File: src/rtl/pt_walker.sv
module pt_walker #(
  parameter int VA_W  = 32,
  parameter int PTE_W = 32,
  parameter int OFF_W = 12,
  parameter int IDX_W = 10
) (
  input  logic                   clk,
  input  logic                   rst_n,
  input  logic                   base_we,
  input  logic [PTE_W-1:0]       base_wdata,
  input  logic                   req_valid,
  input  logic [VA_W-OFF_W-1:0]  req_vpn,
  output logic                   busy,
  output logic                   mem_req_valid,
  input  logic                   mem_req_ready,
  output logic [PTE_W-1:0]       mem_req_addr,
  input  logic                   mem_rsp_valid,
  input  logic [PTE_W-1:0]       mem_rsp_data,
  output logic                   done,
  output logic [PTE_W-OFF_W-1:0] frame,
  output logic [5:0]             flags,
  output logic                   fault,
  output logic                   fault_level
);
  localparam int VPN_W = VA_W - OFF_W;
  localparam int PFN_W = PTE_W - OFF_W;
  localparam int ESH   = OFF_W - IDX_W;

  typedef enum logic [2:0] {S_IDLE, S_DIR_REQ, S_DIR_WAIT, S_LEAF_REQ, S_LEAF_WAIT} st_t;

  st_t              st;
  logic [PFN_W-1:0] base_q;
  logic [VPN_W-1:0] vpn_q;
  logic [PTE_W-1:0] addr_q;

  assign busy          = (st != S_IDLE);
  assign mem_req_valid = (st == S_DIR_REQ) || (st == S_LEAF_REQ);
  assign mem_req_addr  = addr_q;

  wire present = mem_rsp_data[0];

  always_ff @(posedge clk) begin
    if (!rst_n) begin
      st          <= S_IDLE;
      base_q      <= '0;
      vpn_q       <= '0;
      addr_q      <= '0;
      done        <= 1'b0;
      fault       <= 1'b0;
      fault_level <= 1'b0;
      frame       <= '0;
      flags       <= '0;
    end else begin
      done  <= 1'b0;
      fault <= 1'b0;
      if (base_we) base_q <= base_wdata[PTE_W-1:OFF_W];
      case (st)
        S_IDLE: if (req_valid) begin
          vpn_q  <= req_vpn;
          addr_q <= {base_q, req_vpn[VPN_W-1 -: IDX_W], {ESH{1'b0}}};
          st     <= S_DIR_REQ;
        end
        S_DIR_REQ:  if (mem_req_ready) st <= S_DIR_WAIT;
        S_DIR_WAIT: if (mem_rsp_valid) begin
          if (present) begin
            addr_q <= {mem_rsp_data[PTE_W-1:OFF_W], vpn_q[IDX_W-1:0], {ESH{1'b0}}};
            st     <= S_LEAF_REQ;
          end else begin
            fault       <= 1'b1;
            fault_level <= 1'b0;
            st          <= S_IDLE;
          end
        end
        S_LEAF_REQ: if (mem_req_ready) st <= S_LEAF_WAIT;
        S_LEAF_WAIT: if (mem_rsp_valid) begin
          if (present) begin
            done  <= 1'b1;
            frame <= mem_rsp_data[PTE_W-1:OFF_W];
            flags <= mem_rsp_data[6:1];
          end else begin
            fault       <= 1'b1;
            fault_level <= 1'b1;
          end
          st <= S_IDLE;
        end
        default: st <= S_IDLE;
      endcase
    end
  end

  AST_REQ_HOLD: assert property (@(posedge clk) disable iff (!rst_n)
    mem_req_valid && !mem_req_ready |=> mem_req_valid && $stable(mem_req_addr));
  AST_IDLE_NO_READ: assert property (@(posedge clk) disable iff (!rst_n)
    !busy |-> !mem_req_valid);
  AST_ACCEPT_BUSY: assert property (@(posedge clk) disable iff (!rst_n)
    req_valid && !busy |=> busy);
  AST_END_RELEASES: assert property (@(posedge clk) disable iff (!rst_n)
    (done || fault) |-> !busy);
  AST_EXCLUSIVE: assert property (@(posedge clk) disable iff (!rst_n)
    !(done && fault));
  AST_DONE_PULSE: assert property (@(posedge clk) disable iff (!rst_n)
    done |=> !done);
  AST_FAULT_PULSE: assert property (@(posedge clk) disable iff (!rst_n)
    fault |=> !fault);
endmodule

File: config.mk
export PLATFORM = sky130hd
export DESIGN_NAME = pt_walker
export DESIGN_NICKNAME = d
export VERILOG_FILES = /design/src/rtl/pt_walker.sv
export SDC_FILE = /design/constraint.sdc
export NUM_CORES = 1
export LEC_CHECK = 0
export BUFFER_PORTS_ARGS = -buffer_cell sky130_fd_sc_hd__buf_2
export CORE_ASPECT_RATIO = 1.5
export CORE_MARGIN = 2
export CORE_UTILIZATION = 35
export DETAILED_ROUTE_END_ITERATION = 10
export PLACE_DENSITY_LB_ADDON = 0.25
export SLEW_MARGIN = 10
export SYNTH_ARGS = -nofsm -noshare
export SYNTH_HDL_FRONTEND = slang
export SYNTH_SLANG_ARGS = --single-unit
export TNS_END_PERCENT = 50
File: constraint.sdc
create_clock -name clk -period 4.2 [get_ports clk]
set_clock_uncertainty 0.15 [all_clocks]
set_input_delay 1.26 -clock clk [delete_from_list [all_inputs] [get_ports clk]]
set_output_delay 1.26 -clock clk [all_outputs]
set_load 0.05 [all_outputs]
==> results of run 1 <==
[report_power, final]
part	total (µW)	internal (µW)	switching, µW
clock	819	492	327
sequential	960	923	36.7
combinational	387	137	250
total	2170	1550	614
[worst max-delay path, delay by kind of cell (launching register included)]
kind	cells	cell delay, ns
buffers and inverters	1	0.26
flip-flops	1	0.88
AND/OR/NAND/NOR	1	0.20
[layout by cell type (no fill, tap or decap), types with 2 or more instances in the layout]
cell,instances
sky130_fd_sc_hd__nor2b_1,22
sky130_fd_sc_hd__buf_4,5
sky130_fd_sc_hd__clkbuf_8,2
sky130_fd_sc_hd__mux2i_1,50
sky130_fd_sc_hd__nand2_1,51
sky130_fd_sc_hd__a21boi_0,6
sky130_fd_sc_hd__nand3_1,27
sky130_fd_sc_hd__o21ai_0,9
sky130_fd_sc_hd__buf_2,133
sky130_fd_sc_hd__o221a_2,29
sky130_fd_sc_hd__nand2b_1,3
sky130_fd_sc_hd__a21boi_1,31
sky130_fd_sc_hd__clkbuf_16,9
sky130_fd_sc_hd__o21ai_1,18
sky130_fd_sc_hd__conb_1,2
sky130_fd_sc_hd__dfxtp_1,91
sky130_fd_sc_hd__and2_1,3
sky130_fd_sc_hd__clkinv_2,2
sky130_fd_sc_hd__o21ai_2,2
[logic make-up (layout without fill, tap and decap cells)]
kind of cell,count (synthesis),after routing,share of synthesized area [%]
AND/OR/NAND/NOR,118,118,15.6
XOR/XNOR,2,2,0.431
other,1,2,0.0923
flip-flops,92,92,45.3
multiplexers,50,50,12.3
buffers and inverters,41,155,6.71
AO/OA/AOI/OAI,99,99,19.6
[per-layer routing]
| metal | GRT usage [%] | wire length [µm] | up-vias |
|---|---|---|---|
| met1 | 19.8 | 4510 | 1590 |
| met4 | 6.63 | 238 | 0 |
| met2 | 30.6 | 5660 | 86 |
| met5 | 0 | 0 | - |
| met3 | 3.99 | 423 | 15 |
| li1 | - | - | 1658 |
[flip-flops by register name (all words and copies together), names as in the netlist]
| signal | cells |
|---|---|
| mem_req_addr | 30 |
| base_q | 20 |
| frame | 20 |
| vpn_q | 10 |
| flags | 6 |
| st | 3 |
| done | 1 |
| fault | 1 |
| fault_level | 1 |
[worst min-delay path by stage]
stage / cells after the start / slack, ns / start / to
after floorplan: 2 / 0.28 / vpn_q[0] / vpn_q[0]
after global placement: 2 / 0.29 / vpn_q[4] / vpn_q[4]
after detailed placement: 2 / 0.30 / vpn_q[2] / vpn_q[2]
after CTS: 2 / 0.31 / vpn_q[1] / vpn_q[1]
after global routing: 2 / 0.33 / frame[14] / frame[14]
final: 2 / 0.31 / vpn_q[5] / vpn_q[5]
[layout make-up]
| type | instances | area share, % |
|---|---|---|
| clock inverter | 4 | 0.947 |
| clock buffer | 12 | 5.11 |
| tap | 150 | 3.74 |
| timing repair buffer | 139 | 14.4 |
| sequential | 92 | 36.7 |
| multi-input combinational | 271 | 39.1 |
[per-stage QoR]
stage	util [%]	worst slack, ns	hold slack [ns]	instances	power, µW
floorplan	-	1.52	0.285	404	1260
global placement	41.3	1.30	0.294	652	1360
detailed placement	41.3	1.26	0.299	652	1370
CTS	44.0	1.09	0.306	668	2190
global route	44.0	1.03	0.325	668	2260
finish	44.0	1.11	0.305	668	2170
==> impl_results.md, run 1 <==
- Placeable core area: 0.0114 mm²
- Routed via count divided by cell count: 5.01
- Leading post-synthesis cells by cell area: sky130_fd_sc_hd__dfxtp_1 (45%), sky130_fd_sc_hd__mux2i_1 (12%), sky130_fd_sc_hd__o221a_2 (8.0%)
- CTS H-tree lvls: 3
- Drc violations: 0
- Violation count after the first detailed-route iteration: 107
- Reg2Reg Depth: 5
- Mean Syn Cell Area: 10.1 µm²
- Distinct cell type count of the synthesized netlist: 37
- Combined global-route utilization of all metal layers: 17.1%
- Post-synth EDFFs: 0
- Leakage power summed over all cells: 0.00225 µW
- Clock latency reported for the late side of the worst-skew pair: 0.33 ns
- Hold/Removal Path Class: reg2reg
- Total of endpoints with negative setup slack in the final report: 0
- Largest area contributor in the synthesized netlist: sky130_fd_sc_hd__dfxtp_1
- Cell-by-cell listing of the critical path: or3_1 -> buf_2
- Reg2reg setup slack: 1.48 ns
- Post-synthesis sequential area ratio: 45.3%
- Sum Neg Setup Slack: 0 ns
- Remaining max-slew budget at the tightest pin: 21.3%
- Cts repair resizes: 0
- Clk sink count: 92
- Final RePlAce weighted congestion: 0.793
- Antenna viol nets, final: 0
- Data arrival time of the critical path: 1.68 ns
- Clock-pin slew reported for the worst setup and hold paths after clock tree synthesis: 0.06 ns
- Syn Inst Count: 403
- Count of buffers added by post-CTS timing repair for setup: 0
- Multi-input gate area in the final layout: 0.00196 mm²
- Post-DP HPWL: 7.45 mm
- Critical path startpoint category: register
- I/O pin count: 153
- # nets final: 603
- Fraction of registers with async set/reset: 0%
- PwrDens: 432 mW/mm²
- Via count: 3,349
- Launch point of the worst reg-to-reg path: st[1]
- Detailed-router iteration count before antenna repair: 4
- Maximum single-stage delay on the critical path: 0.88 ns
- Die width: 92.0 µm
- Routed wire length: 10.8 mm
- Worst Setup EP: busy
- Core Rows: 48
- Fmax: 323 MHz
- Crit path time final: 3.09 ns
- Cts bufs inserted: 9
- Combined flip-flop and latch cell area: 0.00184 mm²
- Most used standard cells in the synthesized netlist: sky130_fd_sc_hd__dfxtp_1 (92), sky130_fd_sc_hd__nand2_1 (51), sky130_fd_sc_hd__mux2i_1 (50), sky130_fd_sc_hd__a21boi_1 (31), sky130_fd_sc_hd__o221a_2 (29)
- Area of the mapped netlist: 0.00406 mm²
- Filler cells: 1,163
- Clock tree root buffer cell: sky130_fd_sc_hd__clkbuf_16
- Post-Layout Inst Area: 0.00502 mm²
- Most frequent cell after synthesis: sky130_fd_sc_hd__dfxtp_1
- Initial core utilization: 35.6%
- TritonCTS clock tree: done
- Total of hold buffers inserted after clock tree synthesis: 0
- Max Slew Vio Count: 0
- Post-synthesis register bit count: 92
- Final Hold Fails: 0
- Port Buffer Count: 133
- Crit Path Category: reg2out
- Placement-stage cell area: 0.00471 mm²
- Yosys Warn Count: 0
- Crit Reg-Reg Endpoint: frame[18]
- Critical Path End Type: output pin
- Main flop type after synthesis: sky130_fd_sc_hd__dfxtp_1
- Slowest cell on the critical path: sky130_fd_sc_hd__dfxtp_2
- Global-route wire length before repair: 16.9 mm
- Result of the run: complete, no violations
- Origin of the worst setup path: st[1]
- Maximum number of pins on one net before global-route repair: 93
- Chip Height: 136 µm
- Maximum VDD drop: 0.179 mV
- Tightest Pin Transition: 1.18 ns
- Layout overhead on the synthesized area: 23.5%
- Inserted Diodes: 0
- Maximum fanout count along the critical path: 25
- Full die area: 0.0125 mm²
- Max-cap check violation count: 0
- Ratio of final minimum period to clock period: 73.6%
- Setup repair after global routing missed its margin: no
- Top cell type's share of synthesized area: 45.3%
- Fraction of final layout cells with drive strength greater than 1: 37.1%
- Maximum clock path buffer count: 2
- Wire per inst: 16.2 µm
- Critical path data required time: 2.79 ns
- Number of global-route vias before repair: 3,276
- Overflow left after global routing: 0
- Antenna violations before repair: 0
Power figures use the tool's default switching activity.
==> run 2: changes to the inputs <==
- clock period: 4.2 -> 2.65 ns (I/O delays scaled with it)
==> run 2 against run 1 <==
Net effect:
- die area did not move
- global-route usage rose by 0.11 points
- power increased by 53%
- combinational power rose by 65%
- flip-flop and latch count unchanged
- sequential power increased by 57%
- critical path depth is the same
- sequential share of layout area shrank 0.29 points
- core utilization grew 0.35 points
- clock power up 42%
- setup slack worse by 0.94 ns
- critical path type unchanged
==> impl_results.md, run 2 (synthesis gave the netlist of run 1 again) <==
- Leakage power summed over all cells: 0.00227 µW (+1.1%)
- Total of endpoints with negative setup slack in the final report: 0 (unchanged)
- Port Buffer Count: 133 (unchanged)
- Inserted Diodes: 0 (unchanged)
- Clock-pin slew reported for the worst setup and hold paths after clock tree synthesis: 0.07 ns (about the same)
- Reg2reg setup slack: 0.85 ns (-0.63 ns)
- Antenna violations before repair: 0 (unchanged)
- Antenna viol nets, final: 0 (unchanged)
- Max-cap check violation count: 0 (unchanged)
- Hold/Removal Path Class: reg2reg
- TritonCTS clock tree: done
- CTS H-tree lvls: 3 (unchanged)
- Kind of cell adding the most delay to the critical path: flip-flops
- Chip Height: 136 µm (unchanged)
- Commonest cells after routing, fill and taps aside: sky130_fd_sc_hd__buf_2 (133), sky130_fd_sc_hd__dfxtp_1 (91), sky130_fd_sc_hd__nand2_1 (51)
- Crit Path Category: reg2out
- Result of the run: complete, no violations
- Most common cell after layout, fill and taps aside: sky130_fd_sc_hd__buf_2
- Fmax: 404 MHz
- Die width: 92.0 µm (unchanged)
- Sum Neg Setup Slack: 0 ns (unchanged)
- Multi-input gate area in the final layout: 0.00196 mm² (unchanged)
- Setup slack at placement: 0.411 ns (-0.850 ns)
- Maximum VDD drop: 0.311 mV (+74%)
- Final RePlAce weighted congestion: 0.777 (-1.9%)
- Filler cells: 1,173 (+0.86%)
- Critical Path End Type: output pin
- Placement-stage cell area: 0.00480 mm² (+1.8%)
- Post-Layout Inst Area: 0.00506 mm² (+0.80%)
- Drc violations: 0 (unchanged)
- Cts bufs inserted: 9 (unchanged)
- Depth of the critical timing path with buffers and inverters included: 2 (unchanged)
- Data arrival time of the critical path: 1.53 ns (-0.15 ns)
- Clock tree root buffer cell: sky130_fd_sc_hd__clkbuf_16
- Violation count after the first detailed-route iteration: 123 (+15%)
- # nets final: 611 (+1.3%)
- Max Slew Vio Count: 0 (unchanged)
- Slowest cell on the critical path: sky130_fd_sc_hd__dfxtp_1
- Placeable core area: 0.0114 mm² (unchanged)
- Setup ws final: 0.173 ns (-0.935 ns)
- Maximum single-stage delay on the critical path: 0.66 ns (-0.22 ns)
- Detailed-router iteration count before antenna repair: 4 (unchanged)
- Cell-by-cell listing of the critical path: nor2b_1 -> buf_2
- Clk sink count: 92 (unchanged)
- Total of hold buffers inserted after clock tree synthesis: 0 (unchanged)
- Maximum number of pins on one net before global-route repair: 93 (unchanged)
- Global-route wire length before repair: 16.8 mm (-0.25%)
- Reg2Reg Depth: 4 (-1)
- Clock latency reported for the late side of the worst-skew pair: 0.34 ns (about the same)
- Core Rows: 48 (unchanged)
- Count of buffers added by post-CTS timing repair for setup: 0 (unchanged)
- Buffers & Inverters on Critical Path: 1 (unchanged)
- Maximum clock path buffer count: 2 (unchanged)
- Critical path startpoint category: register
- Via count: 3,397 (+1.4%)
- Wire per inst: 16.1 µm (-0.53%)
- Full die area: 0.0125 mm² (unchanged)
- I/O pin count: 153 (unchanged)
- Tightest Pin Transition: 0.655 ns (-0.524 ns)
- Initial core utilization: 35.6% (unchanged)
- Flip-flop count of the largest register, all copies and words added: 30 (unchanged)
- Final Total Pwr: 3310 µW (+53%)
- Maximum fanout count along the critical path: 13 (-48%)
- Setup repair after global routing missed its margin: no
- Overflow left after global routing: 0 (unchanged)
- Ratio of final minimum period to clock period: 93.5%
- Critical path data required time: 1.71 ns (-1.08 ns)
- Final Hold Fails: 0 (unchanged)
- Crit path time final: 2.48 ns
- Routed via count divided by cell count: 5.03 (+0.38%)
- Number of cells traversed by the worst hold path: 2 (unchanged)
- PwrDens: 654 mW/mm² (+52%)
- Final Instance Count excl. Fillers: 675 (+1.0%)
- Combined global-route utilization of all metal layers: 17.3% (+0.11 points)
- Cells after DPL: 660 (+1.2%)
- Remaining max-slew budget at the tightest pin: 56.4% (+35 points)
- Layout overhead on the synthesized area: 24.5%
- Post-DP HPWL: 7.56 mm (+1.5%)
- Routed wire length: 10.9 mm (+0.52%)
- Number of global-route vias before repair: 3,252 (-0.73%)
- Fraction of final layout cells with drive strength greater than 1: 37.9% (+0.84 points)
- Combined flip-flop and latch cell area: 0.00184 mm² (unchanged)
- Cts repair resizes: 0 (unchanged)
run 2: metrics by stage:
stage	hold WS [ns]	util [%]
6_report	0.304	44.3
5_1_grt	0.324	44.3
4_1_cts	0.305	44.3
3_5_place_dp	0.298	42.1
3_3_place_gp	0.293	42.1
2_1_floorplan	0.285	-
run 2: where the power goes:
part           switching, µW  internal, µW  total [µW]
logic                    408           230         638
registers               49.9          1460        1510
clock network            531           626        1160
run 2: path summary, 6_finish.rpt:
path             from               to
max             st[0]    mem_req_valid
min          vpn_q[7]         vpn_q[7]
max reg2reg     st[1]  mem_req_addr[7]
min reg2reg  vpn_q[7]         vpn_q[7]
run 2: metal layers:
metal,vias to the layer above,global-route usage [%],routed length (µm)
li1,1669,-,-
met1,1633,20.0,4520
met2,82,31.1,5670
met3,13,3.38,503
met4,0,6.63,200
met5,-,0,0
run 2: area by class of cell:
class | instances | area share (%)
clock buffers | 10 | 4.53
well taps | 150 | 3.71
multi-input cells | 271 | 38.8
repair buffers | 147 | 16.0
flip-flops and latches | 92 | 36.4
clock inverters | 5 | 0.594
run 2: worst min-delay path, stage by stage (launching register included):
cell	delay, ns
sky130_fd_sc_hd__dfxtp_1	0.31
sky130_fd_sc_hd__nand2_1	0.05
sky130_fd_sc_hd__a21boi_1	0.05
